==> config.mk <==
export PLATFORM = sky130hd
export DESIGN_NAME = uart_tx_framer
export DESIGN_NICKNAME = d
export VERILOG_FILES = /design/src/rtl/uart_tx_pkg.sv /design/src/rtl/tx_baud_gen.sv /design/src/rtl/tx_frame_decode.sv /design/src/rtl/tx_hold_reg.sv /design/src/rtl/tx_shift_engine.sv /design/src/rtl/uart_tx_framer.sv
export SDC_FILE = /design/constraint.sdc
export NUM_CORES = 1
export LEC_CHECK = 0
export ABC_AREA = 1
export CORE_MARGIN = 2
export CORE_UTILIZATION = 45
export CTS_CLUSTER_SIZE = 28
export DETAILED_ROUTE_END_ITERATION = 6
export HOLD_SLACK_MARGIN = 0.1
export PLACE_DENSITY = 0.66
export SLEW_MARGIN = 10
export SYNTH_ARGS = -nofsm -noshare
export SYNTH_HDL_FRONTEND = slang
export SYNTH_SLANG_ARGS = --single-unit
==> constraint.sdc <==
create_clock -name clk -period 3.7 [get_ports clk]
set_input_delay 0.37 -clock clk [delete_from_list [all_inputs] [get_ports clk]]
set_output_delay 0.37 -clock clk [all_outputs]
set_load 0.03 [all_outputs]
==> src/rtl/uart_tx_pkg.sv <==
`timescale 1ns/1ps
// Shared constants and types for the UART transmit framer.
// Assumes a fixed oversampling of 16 baud ticks per serial bit.
package uart_tx_pkg;

    localparam int OS_TICKS = 16;
    localparam int STOP_W   = $clog2(2 * OS_TICKS + 1);

    typedef enum logic [2:0] {
        TX_IDLE,
        TX_START,
        TX_DATA,
        TX_PARITY,
        TX_STOP
    } tx_state_e;

    typedef struct packed {
        logic [3:0]        data_bits;
        logic              par_en;
        logic              par_stick;
        logic              par_even;
        logic [STOP_W-1:0] stop_ticks;
    } frame_cfg_t;

endpackage

==> src/rtl/tx_baud_gen.sv <==
`timescale 1ns/1ps
// Baud enable generator: pulses tick once every divisor cycles.
// Assumes divisor 0 behaves like 1; restart realigns the phase to a frame start.
module tx_baud_gen #(
    parameter int DIV_W = 16
) (
    input  logic             clk,
    input  logic             rst_n,
    input  logic [DIV_W-1:0] divisor,
    input  logic             restart,
    output logic             tick
);

    logic [DIV_W-1:0] cnt;
    logic [DIV_W-1:0] limit;

    // Terminal count, clamping a zero divisor to one cycle per tick
    always_comb limit = (divisor == '0) ? '0 : divisor - 1'b1;

    // Tick whenever the count has reached the limit (>= covers a divisor shrink)
    always_comb tick = (cnt >= limit);

    // Free-running cycle counter with synchronous restart
    always_ff @(posedge clk) begin
        if (!rst_n)
            cnt <= '0;
        else if (restart || tick)
            cnt <= '0;
        else
            cnt <= cnt + 1'b1;
    end

endmodule

==> src/rtl/tx_frame_decode.sv <==
`timescale 1ns/1ps
// Decodes the format field of the control byte into frame parameters.
// Purely combinational; the shift engine latches the result at frame start.
module tx_frame_decode
    import uart_tx_pkg::*;
(
    input  logic [5:0] fmt,
    output frame_cfg_t cfg
);

    localparam logic [STOP_W-1:0] STOP_ONE  = STOP_W'(OS_TICKS);
    localparam logic [STOP_W-1:0] STOP_HALF = STOP_W'(OS_TICKS + OS_TICKS / 2);
    localparam logic [STOP_W-1:0] STOP_TWO  = STOP_W'(2 * OS_TICKS);

    // Map length, stop and parity fields onto the frame descriptor
    always_comb begin
        cfg.data_bits = 4'd5 + {2'b00, fmt[1:0]};
        cfg.par_en    = fmt[3];
        cfg.par_even  = fmt[4];
        cfg.par_stick = fmt[5];
        if (!fmt[2])
            cfg.stop_ticks = STOP_ONE;
        else if (fmt[1:0] == 2'b00)
            cfg.stop_ticks = STOP_HALF;
        else
            cfg.stop_ticks = STOP_TWO;
    end

endmodule

==> src/rtl/tx_hold_reg.sv <==
`timescale 1ns/1ps
// One-entry holding register between the handshake and the shift engine.
// Assumes take is asserted only while full is high.
module tx_hold_reg #(
    parameter int DATA_W = 8
) (
    input  logic              clk,
    input  logic              rst_n,
    input  logic              wr_valid,
    input  logic [DATA_W-1:0] wr_data,
    output logic              wr_ready,
    input  logic              take,
    output logic              full,
    output logic [DATA_W-1:0] data
);

    // Ready whenever the single slot is free
    always_comb wr_ready = !full;

    // Capture on an accepted write, release when the engine takes it
    always_ff @(posedge clk) begin
        if (!rst_n) begin
            full <= 1'b0;
            data <= '0;
        end else begin
            if (take)
                full <= 1'b0;
            if (wr_valid && !full) begin
                full <= 1'b1;
                data <= wr_data;
            end
        end
    end

endmodule

==> src/rtl/tx_shift_engine.sv <==
`timescale 1ns/1ps
// Frame sequencer: start, data (LSB first), optional parity, stop.
// Assumes cfg_in is stable in the load cycle; it is latched for the whole frame.
module tx_shift_engine
    import uart_tx_pkg::*;
#(
    parameter int DATA_W = 8
) (
    input  logic              clk,
    input  logic              rst_n,
    input  logic              tick,
    input  logic              load_req,
    input  logic [DATA_W-1:0] load_data,
    input  frame_cfg_t        cfg_in,
    output logic              load_ack,
    output logic              busy,
    output logic              line_bit
);

    localparam int IDX_W = (DATA_W > 1) ? $clog2(DATA_W) : 1;

    tx_state_e         state;
    frame_cfg_t        cfg_q;
    logic [STOP_W-1:0] tcnt;
    logic [STOP_W-1:0] bit_len;
    logic [IDX_W-1:0]  bidx;
    logic [DATA_W-1:0] sreg;
    logic              par_bit;
    logic              bit_done;
    logic              last_data;

    // Parity over the active data bits, or the forced value
    function automatic logic calc_parity(input logic [DATA_W-1:0] d, input frame_cfg_t c);
        logic x;
        x = 1'b0;
        for (int i = 0; i < DATA_W; i++)
            if (i < int'(c.data_bits))
                x = x ^ d[i];
        if (c.par_stick)
            return !c.par_even;
        return c.par_even ? x : !x;
    endfunction

    // Length of the current bit in baud ticks
    always_comb bit_len = (state == TX_STOP) ? cfg_q.stop_ticks : STOP_W'(OS_TICKS);

    // Last tick of the current bit, last data bit of the word
    always_comb begin
        bit_done  = tick && (tcnt == bit_len - 1'b1);
        last_data = (int'(bidx) == int'(cfg_q.data_bits) - 1);
    end

    // Hand-shake with the holding register and activity flag
    always_comb begin
        load_ack = (state == TX_IDLE) && load_req;
        busy     = (state != TX_IDLE);
    end

    // Serial level for the current state
    always_comb begin
        unique case (state)
            TX_START:  line_bit = 1'b0;
            TX_DATA:   line_bit = sreg[0];
            TX_PARITY: line_bit = par_bit;
            default:   line_bit = 1'b1;
        endcase
    end

    // Frame state machine with tick counter and shifter
    always_ff @(posedge clk) begin
        if (!rst_n) begin
            state   <= TX_IDLE;
            cfg_q   <= '0;
            tcnt    <= '0;
            bidx    <= '0;
            sreg    <= '0;
            par_bit <= 1'b0;
        end else if (state == TX_IDLE) begin
            if (load_req) begin
                state   <= TX_START;
                cfg_q   <= cfg_in;
                tcnt    <= '0;
                bidx    <= '0;
                sreg    <= load_data;
                par_bit <= calc_parity(load_data, cfg_in);
            end
        end else if (tick) begin
            if (!bit_done) begin
                tcnt <= tcnt + 1'b1;
            end else begin
                tcnt <= '0;
                unique case (state)
                    TX_START: state <= TX_DATA;
                    TX_DATA: begin
                        if (last_data)
                            state <= cfg_q.par_en ? TX_PARITY : TX_STOP;
                        else begin
                            bidx <= bidx + 1'b1;
                            sreg <= sreg >> 1;
                        end
                    end
                    TX_PARITY: state <= TX_STOP;
                    default:   state <= TX_IDLE;
                endcase
            end
        end
    end

endmodule

==> src/rtl/uart_tx_framer.sv <==
`timescale 1ns/1ps
// UART transmit framer top: holding register, baud generator, format
// decoder and shift engine. Break forces the line low regardless of frames.
module uart_tx_framer
    import uart_tx_pkg::*;
#(
    parameter int DATA_W = 8,
    parameter int DIV_W  = 16
) (
    input  logic              clk,
    input  logic              rst_n,
    input  logic [6:0]        line_ctrl,
    input  logic [DIV_W-1:0]  divisor,
    input  logic [DATA_W-1:0] tx_data,
    input  logic              tx_valid,
    output logic              tx_ready,
    output logic              txd,
    output logic              thr_empty,
    output logic              tx_empty
);

    localparam int BRK_BIT = 6;

    logic              hold_full;
    logic [DATA_W-1:0] hold_data;
    logic              load_ack;
    logic              busy;
    logic              line_bit;
    logic              tick;
    frame_cfg_t        cfg;

    tx_hold_reg #(.DATA_W(DATA_W)) i_hold (
        .clk      (clk),
        .rst_n    (rst_n),
        .wr_valid (tx_valid),
        .wr_data  (tx_data),
        .wr_ready (tx_ready),
        .take     (load_ack),
        .full     (hold_full),
        .data     (hold_data)
    );

    tx_baud_gen #(.DIV_W(DIV_W)) i_baud (
        .clk     (clk),
        .rst_n   (rst_n),
        .divisor (divisor),
        .restart (load_ack),
        .tick    (tick)
    );

    tx_frame_decode i_decode (
        .fmt (line_ctrl[5:0]),
        .cfg (cfg)
    );

    tx_shift_engine #(.DATA_W(DATA_W)) i_engine (
        .clk       (clk),
        .rst_n     (rst_n),
        .tick      (tick),
        .load_req  (hold_full),
        .load_data (hold_data),
        .cfg_in    (cfg),
        .load_ack  (load_ack),
        .busy      (busy),
        .line_bit  (line_bit)
    );

    // Output line with break override, and status flags
    always_comb begin
        txd       = line_ctrl[BRK_BIT] ? 1'b0 : line_bit;
        thr_empty = !hold_full;
        tx_empty  = !hold_full && !busy;
    end

endmodule

==> results of run 1 <==
power groups by stage:
stage               Clock, mW  Sequential [mW]  Combinational, mW
floorplan                   0            0.701              0.640
global placement            0            0.722              0.747
detailed placement          0            0.724              0.758
CTS                     0.415            0.711              0.762
global route            0.438            0.720              0.873
finish                  0.408            0.712              0.765
per-layer routing:
layer / share of wire / up-vias
met5: 0 / -
met4: 0.0062 / 0
met3: 0.033 / 4
met2: 0.44 / 63
met1: 0.52 / 1530
li1: - / 1812
cells in the mapped netlist (4+ instances only):
| library cell | instances | area (µm²) |
|---|---|---|
| nand4_1 | 17 | 106 |
| nor2_1 | 65 | 244 |
| xor2_1 | 14 | 123 |
| dfxtp_1 | 54 | 1080 |
| or2_2 | 4 | 25.0 |
| buf_6 | 4 | 45.0 |
| nand3_1 | 32 | 160 |
| ha_1 | 26 | 325 |
| a21oi_1 | 32 | 160 |
| a21oi_2 | 5 | 43.8 |
| o21ai_0 | 22 | 110 |
| nor4_1 | 4 | 25.0 |
| clkbuf_1 | 4 | 15.0 |
| nor2_2 | 6 | 37.5 |
| nor3_1 | 8 | 40.0 |
| xnor2_1 | 6 | 52.6 |
| inv_1 | 64 | 240 |
| nand2_1 | 118 | 443 |
final timing paths:
kind	endpoint	slack (ns)	cells past startpoint
setup / recovery	i_engine.bidx[0]	0.39	20
hold reg to reg	i_engine.sreg[7]	0.46	2
setup reg to reg	i_engine.bidx[0]	1.41	10
hold / removal	i_engine.sreg[7]	0.46	2
registers in the layout (all words and copies together) (netlist names):
| signal | flops |
|---|---|
| i_engine.bidx | 3 |
| i_hold.full | 1 |
| i_engine.sreg | 8 |
| i_engine.cfg_q | 8 |
| i_engine.par_bit | 1 |
| i_engine.tcnt | 6 |
| i_hold.data | 8 |
| i_baud.cnt | 16 |
| i_engine.state | 3 |
cell type report:
type / count / area share
clock buffers: 5 / 0.0161
clock inverters: 3 / 0.0103
inverters: 70 / 0.0656
multi-input cells: 396 / 0.529
flip-flops and latches: 54 / 0.253
well taps: 105 / 0.0308
repair buffers: 42 / 0.0955
through the flow:
stage	hold WS [ns]	area, µm²	cells
after CTS	0.467	4240	673
after floorplan	0.426	3690	531
after global routing	0.500	4270	675
final	0.464	4270	675
after detailed placement	0.453	4130	665
after global placement	0.451	4130	665
worst register-to-register path: stages (launching register included):
cell,delay (ns)
dfxtp_1,0.46
inv_1,0.12
nor4_1,0.22
ha_1,0.30
a21oi_1,0.15
o21a_1,0.13
nand3_1,0.10
nand2_2,0.25
nand3_4,0.20
o21ai_0,0.19
nor2_1,0.05
cells by family after synthesis:
group,after synthesis,synth area share
AND/OR/NAND/NOR,279,0.364
buffers and inverters,82,0.102
AO/OA/AOI/OAI,70,0.106
flip-flops,54,0.293
adder cells (fa/ha/maj),26,0.0880
XOR/XNOR,20,0.0474
timing repair:
item                       4_1_cts  5_1_grt
resized for setup                0        2
hold endpoints to repair         0        0
buffers inserted                 0        1
setup endpoints to repair        0       19
==> results_dict.tcl, run 1 <==
set metrics [dict create \
    grt_usage 0.194 \
    mostFrequentLayoutCell "nand2_1" \
    core-area_mm2 0.00809 \
    setup_ws_ns 0.395 \
    worst_pin_slew_ns 0.535 \
    htree_num_levels 2 \
    setup_viol 0 \
    grt_pass1_wl_um 14000 \
    cp-end-kind "register" \
    critPathArrivalTime_ns 3.50 \
    drv_slew 0 \
    ctsHoldBuffers 0 \
    grt_pass1_vias 3127 \
    syn_area_per_cell_um2 6.96 \
    cp.required_ns 3.89 \
    fp.dieW_um 94.6 \
    die_h_um 94.6 \
    gr-usage-met2 0.305 \
    synth.cell_area_mm2 0.00369 \
    cts_root_buffer "clkbuf_8" \
    min_period_ns 3.31 \
    diodes 0 \
    ys_ff_latch 54 \
    crit_chain "clkdlybuf4s50_1 -> inv_1 -> ha_1 -> nand2_1 -> nor2_1 -> inv_1 -> nor3_2 -> nand3_1 -> o21ai_0 -> nand3_1 -> ha_1 -> nand2_1 -> nor3_1 -> nand3_1 -> inv_1 -> nand2_2 -> nand3_4 -> nand3_4 -> o21ai_0 -> nor2_1" \
    synth-edff-count 0 \
    power_mw 1.89 \
    p_switching_mw 0.764 \
    syn_nets 591 \
    place_congestion 0.868 \
    drt-total-wl_um 8080 \
    max_slew_margin 0.642 \
    cts_made_buffers 5 \
    antenna_found_initial 0 \
    multiInputGateArea_mm2 0.00226 \
    power_density_mw_per_mm2 441 \
    hold_viol 0 \
    ir_drop_v 0.000185 \
    worstSetupPathType "input pin to register" \
    drive_above_1_share 0.0912 \
    critPathBufInv 4 \
    combPwrFrac 0.406 \
    vias 3409 \
    fin_tns_setup_ns 0 \
    grt_max_degree 22 \
    skew_ns 0.0120 \
    cts.clk_slew.worst_paths_ns 0.10 \
    area_delta_synth_final_pct 15.6 \
    layout_common_cells "118 x nand2_1, 64 x inv_1, 64 x nor2_1" \
    first_pass_iters 4 \
    critPathTopFamily "simple AND/OR/NAND/NOR gates" \
    clockPowerShare 0.217 \
    maxCapViolations 0 \
    period_share 0.893 \
    vias_per_cell 5.05 \
    n_fill_cell 831 \
    rr_startpoint "i_engine.state[2]" \
    yosys_warnings 0 \
    nNetsFinal 629 \
    drc 0 \
    use_met1 0.282 \
    seq_power_share 0.378 \
    crit_fanout 12 \
    use_met3 0.0287 \
    startpoint "divisor[0]" \
    p_int_mw 1.12 \
    die_area_mm2 0.00895 \
    fmax_mhz 303 \
    ios 38 \
    hp-class "register to register" \
    worstSkewPairLatency_ns 0.31 \
    synth-seq-area-share 0.293 \
    hold_start "i_engine.sreg[7]" \
    cts_tree "done" \
    seq_area_mm2 0.00108 \
    initial_core_util 0.457 \
    crit_slowest_cell "clkdlybuf4s50_1" \
    synth_ff_type "dfxtp_1" \
    grt_remaining_overflow 0 \
    io_buffers 37 \
    dp_worst_setup_slack_ns -0.0497 \
    p_leak_nw 1.88 \
    syn-instance-count 531 \
    ys_types 45 \
    gr-max-usage-layer "met2" \
    placementRows 33 \
    netSwitchingFraction 0.405 \
    synth-async-reset-ratio 0 \
    routedWlPerCell_um 12.0 \
    first_iter_violations 132 \
    critPathLaunchType "input pin" \
    post-dp-hpwl_um 6250 \
    rsz0062_at_grt "no" \
    clk_path_buf_depth 2 \
    cpPeakStageDelay_ns 0.44 \
    status "finished clean" \
    clock-sinks 54 \
    fin_util 0.528 \
    drtAntennaViolNets 0 \
]
(Power assumes the default switching activity.)
==> run 2, diff against run 1 <==
--- a/config.mk
+++ b/config.mk
@@ -7,11 +7,11 @@
 export LEC_CHECK = 0
 export ABC_AREA = 1
 export CORE_MARGIN = 2
-export CORE_UTILIZATION = 45
+export CORE_UTILIZATION = 55
 export CTS_CLUSTER_SIZE = 28
 export DETAILED_ROUTE_END_ITERATION = 6
 export HOLD_SLACK_MARGIN = 0.1
-export PLACE_DENSITY = 0.66
+export PLACE_DENSITY = 0.78
 export SLEW_MARGIN = 10
 export SYNTH_ARGS = -nofsm -noshare
 export SYNTH_HDL_FRONTEND = slang
==> run 2 against run 1 <==
Sequential power about the same. Design area down 1.4%. Via count up 1.1%. Register-to-register slack about the same. Clock-buffer cell count unchanged. First-iteration DRC count up 22%. Global-route usage up 3.5 points. Utilization up 13 points. Die area down 17%. Largest cell class unchanged. Setup slack worse by 0.031 ns.
==> results_dict.tcl, run 2 (same netlist as run 1, synthesis figures left out) <==
set metrics [dict create \
    status "finished clean" \
    ir_drop_v 0.000349 \
    cts.clk_slew.worst_paths_ns 0.10 \
    htree_num_levels 2 \
    maxCapViolations 0 \
    first_iter_violations 161 \
    gr-max-usage-layer "met2" \
    crit_chain "clkdlybuf4s50_1 -> inv_1 -> ha_1 -> nand2_1 -> nor2_1 -> inv_1 -> nor3_2 -> nand3_1 -> o21ai_0 -> nand3_1 -> ha_1 -> nand2_1 -> nor3_1 -> nand3_1 -> inv_1 -> nand2_2 -> nand3_4 -> buf_4 -> nand4_1 -> a21oi_1" \
    fmax_mhz 300 \
    fin_tns_setup_ns 0 \
    die_h_um 86.0 \
    period_share 0.902 \
    io_buffers 37 \
    cpPeakStageDelay_ns 0.45 \
    drtAntennaViolNets 0 \
    cts_setup_buffers 0 \
    worst_pin_slew_ns 0.474 \
    worstSkewPairLatency_ns 0.31 \
    drt-total-wl_um 8020 \
    clock-sinks 54 \
    grt_usage 0.229 \
    largest_reg_flops 16 \
    power_density_mw_per_mm2 447 \
    die_area_mm2 0.00739 \
    vias_per_cell 5.34 \
    setup_ws_ns 0.363 \
    cp-end-kind "register" \
    hold_viol 0 \
    area_delta_synth_final_pct 14.0 \
    vias 3446 \
    dp_worst_setup_slack_ns 0.0459 \
    ctsHoldBuffers 0 \
    use_met3 0.0327 \
    cts_root_buffer "clkbuf_8" \
    min_period_ns 3.34 \
    drive_above_1_share 0.0863 \
    max_slew_margin 0.683 \
    critPathLaunchType "input pin" \
    max_flop_register "i_baud.cnt" \
    ios 38 \
    post-dp-hpwl_um 6270 \
    setup_viol 0 \
    gr-usage-met2 0.366 \
    p_leak_nw 1.85 \
    crit_slowest_cell "clkdlybuf4s50_1" \
    grt_pass1_vias 3100 \
    initial_core_util 0.575 \
    rsz0062_at_grt "no" \
    drv_slew 0 \
    use_met1 0.322 \
    layout_common_cells "118 x nand2_1, 65 x nor2_1, 64 x inv_1" \
    mostFrequentLayoutCell "nand2_1" \
    cts_made_buffers 5 \
    grt_max_degree 22 \
    antenna_found_initial 0 \
    clk_path_buf_depth 2 \
    worstSetupPathType "input pin to register" \
    first_pass_iters 5 \
    core-area_mm2 0.00642 \
    skew_ns 0.0124 \
    cts_resized 0 \
    nNetsFinal 627 \
    placementRows 29 \
    drc 0 \
    rrSetupSlack_ns 1.42 \
    place_congestion 0.961 \
    diodes 0 \
    cts_tree "done" \
    grt_remaining_overflow 0 \
    grt_pass1_wl_um 13900 \
    critPathArrivalTime_ns 3.58 \
    routedWlPerCell_um 12.4 \
    cp.required_ns 3.95 \
    crit_fanout 12 \
    hp-class "register to register" \
    fp.dieW_um 86.0 \
]
run 2: cell types whose count changed in the layout (fill, tap and decap cells not counted):
cell / previous run / this run
nor2_1: 64 / 65
nor3_2: 2 / 3
nand3_2: 3 / 2
inv_6: 1 / 0
buf_4: 5 / 4
nor2_2: 7 / 6
clkinvlp_4: 0 / 2
clkinv_2: 1 / 0
nor3_4: 1 / 0
run 2: area by class of cell:
| type | instances | area, µm² |
|---|---|---|
| Multi-Input combinational cell | 395 | 2240 |
| Fill cell | 545 | 2210 |
| Sequential cell | 54 | 1080 |
| Timing Repair Buffer | 41 | 400 |
| Inverter | 70 | 280 |
| Tap cell | 77 | 96.3 |
| Clock buffer | 5 | 68.8 |
| Clock inverter | 3 | 45.0 |
run 2: final timing paths:
| path | to | depth (start not counted) | start |
|---|---|---|---|
| hold reg to reg | i_engine.sreg[1] | 2 | i_engine.sreg[1] |
| hold / removal | i_engine.sreg[1] | 2 | i_engine.sreg[1] |
| setup reg to reg | i_engine.bidx[0] | 10 | i_engine.state[2] |
| setup / recovery | i_engine.sreg[3] | 20 | divisor[0] |
run 2: metrics by stage:
step / utilization / instance area, µm² / std cells / power [mW] / hold slack, ns
3_5_place_dp: 0.638 / 4100 / 637 / 1.49 / 0.450
3_3_place_gp: 0.638 / 4100 / 637 / 1.47 / 0.446
5_1_grt: 0.656 / 4210 / 645 / 2.02 / 0.492
6_report: 0.656 / 4210 / 645 / 1.88 / 0.472
2_1_floorplan: - / 3690 / 531 / 1.34 / 0.426
4_1_cts: 0.656 / 4210 / 645 / 1.89 / 0.470
run 2: worst max-delay path, delay by kind of cell:
family	cells	cell delay [ns]
AOI/OAI and AO/OA	2	0.34
and+or+nand+nor	11	1.45
buffers and inverters	5	0.96
adders and majority gates	2	0.48
run 2: routing by layer:
layer / share of wire / routed length (µm)
met5: 0 / 0
met4: 0.014 / 112
met3: 0.038 / 302
met2: 0.45 / 3600
met1: 0.50 / 4000
run 2: where the power goes:
group,switching [mW],leakage (nW),internal [mW]
combinational,0.497,1.36,0.275
sequential,0.0647,0.440,0.646
clock,0.199,0.0504,0.201
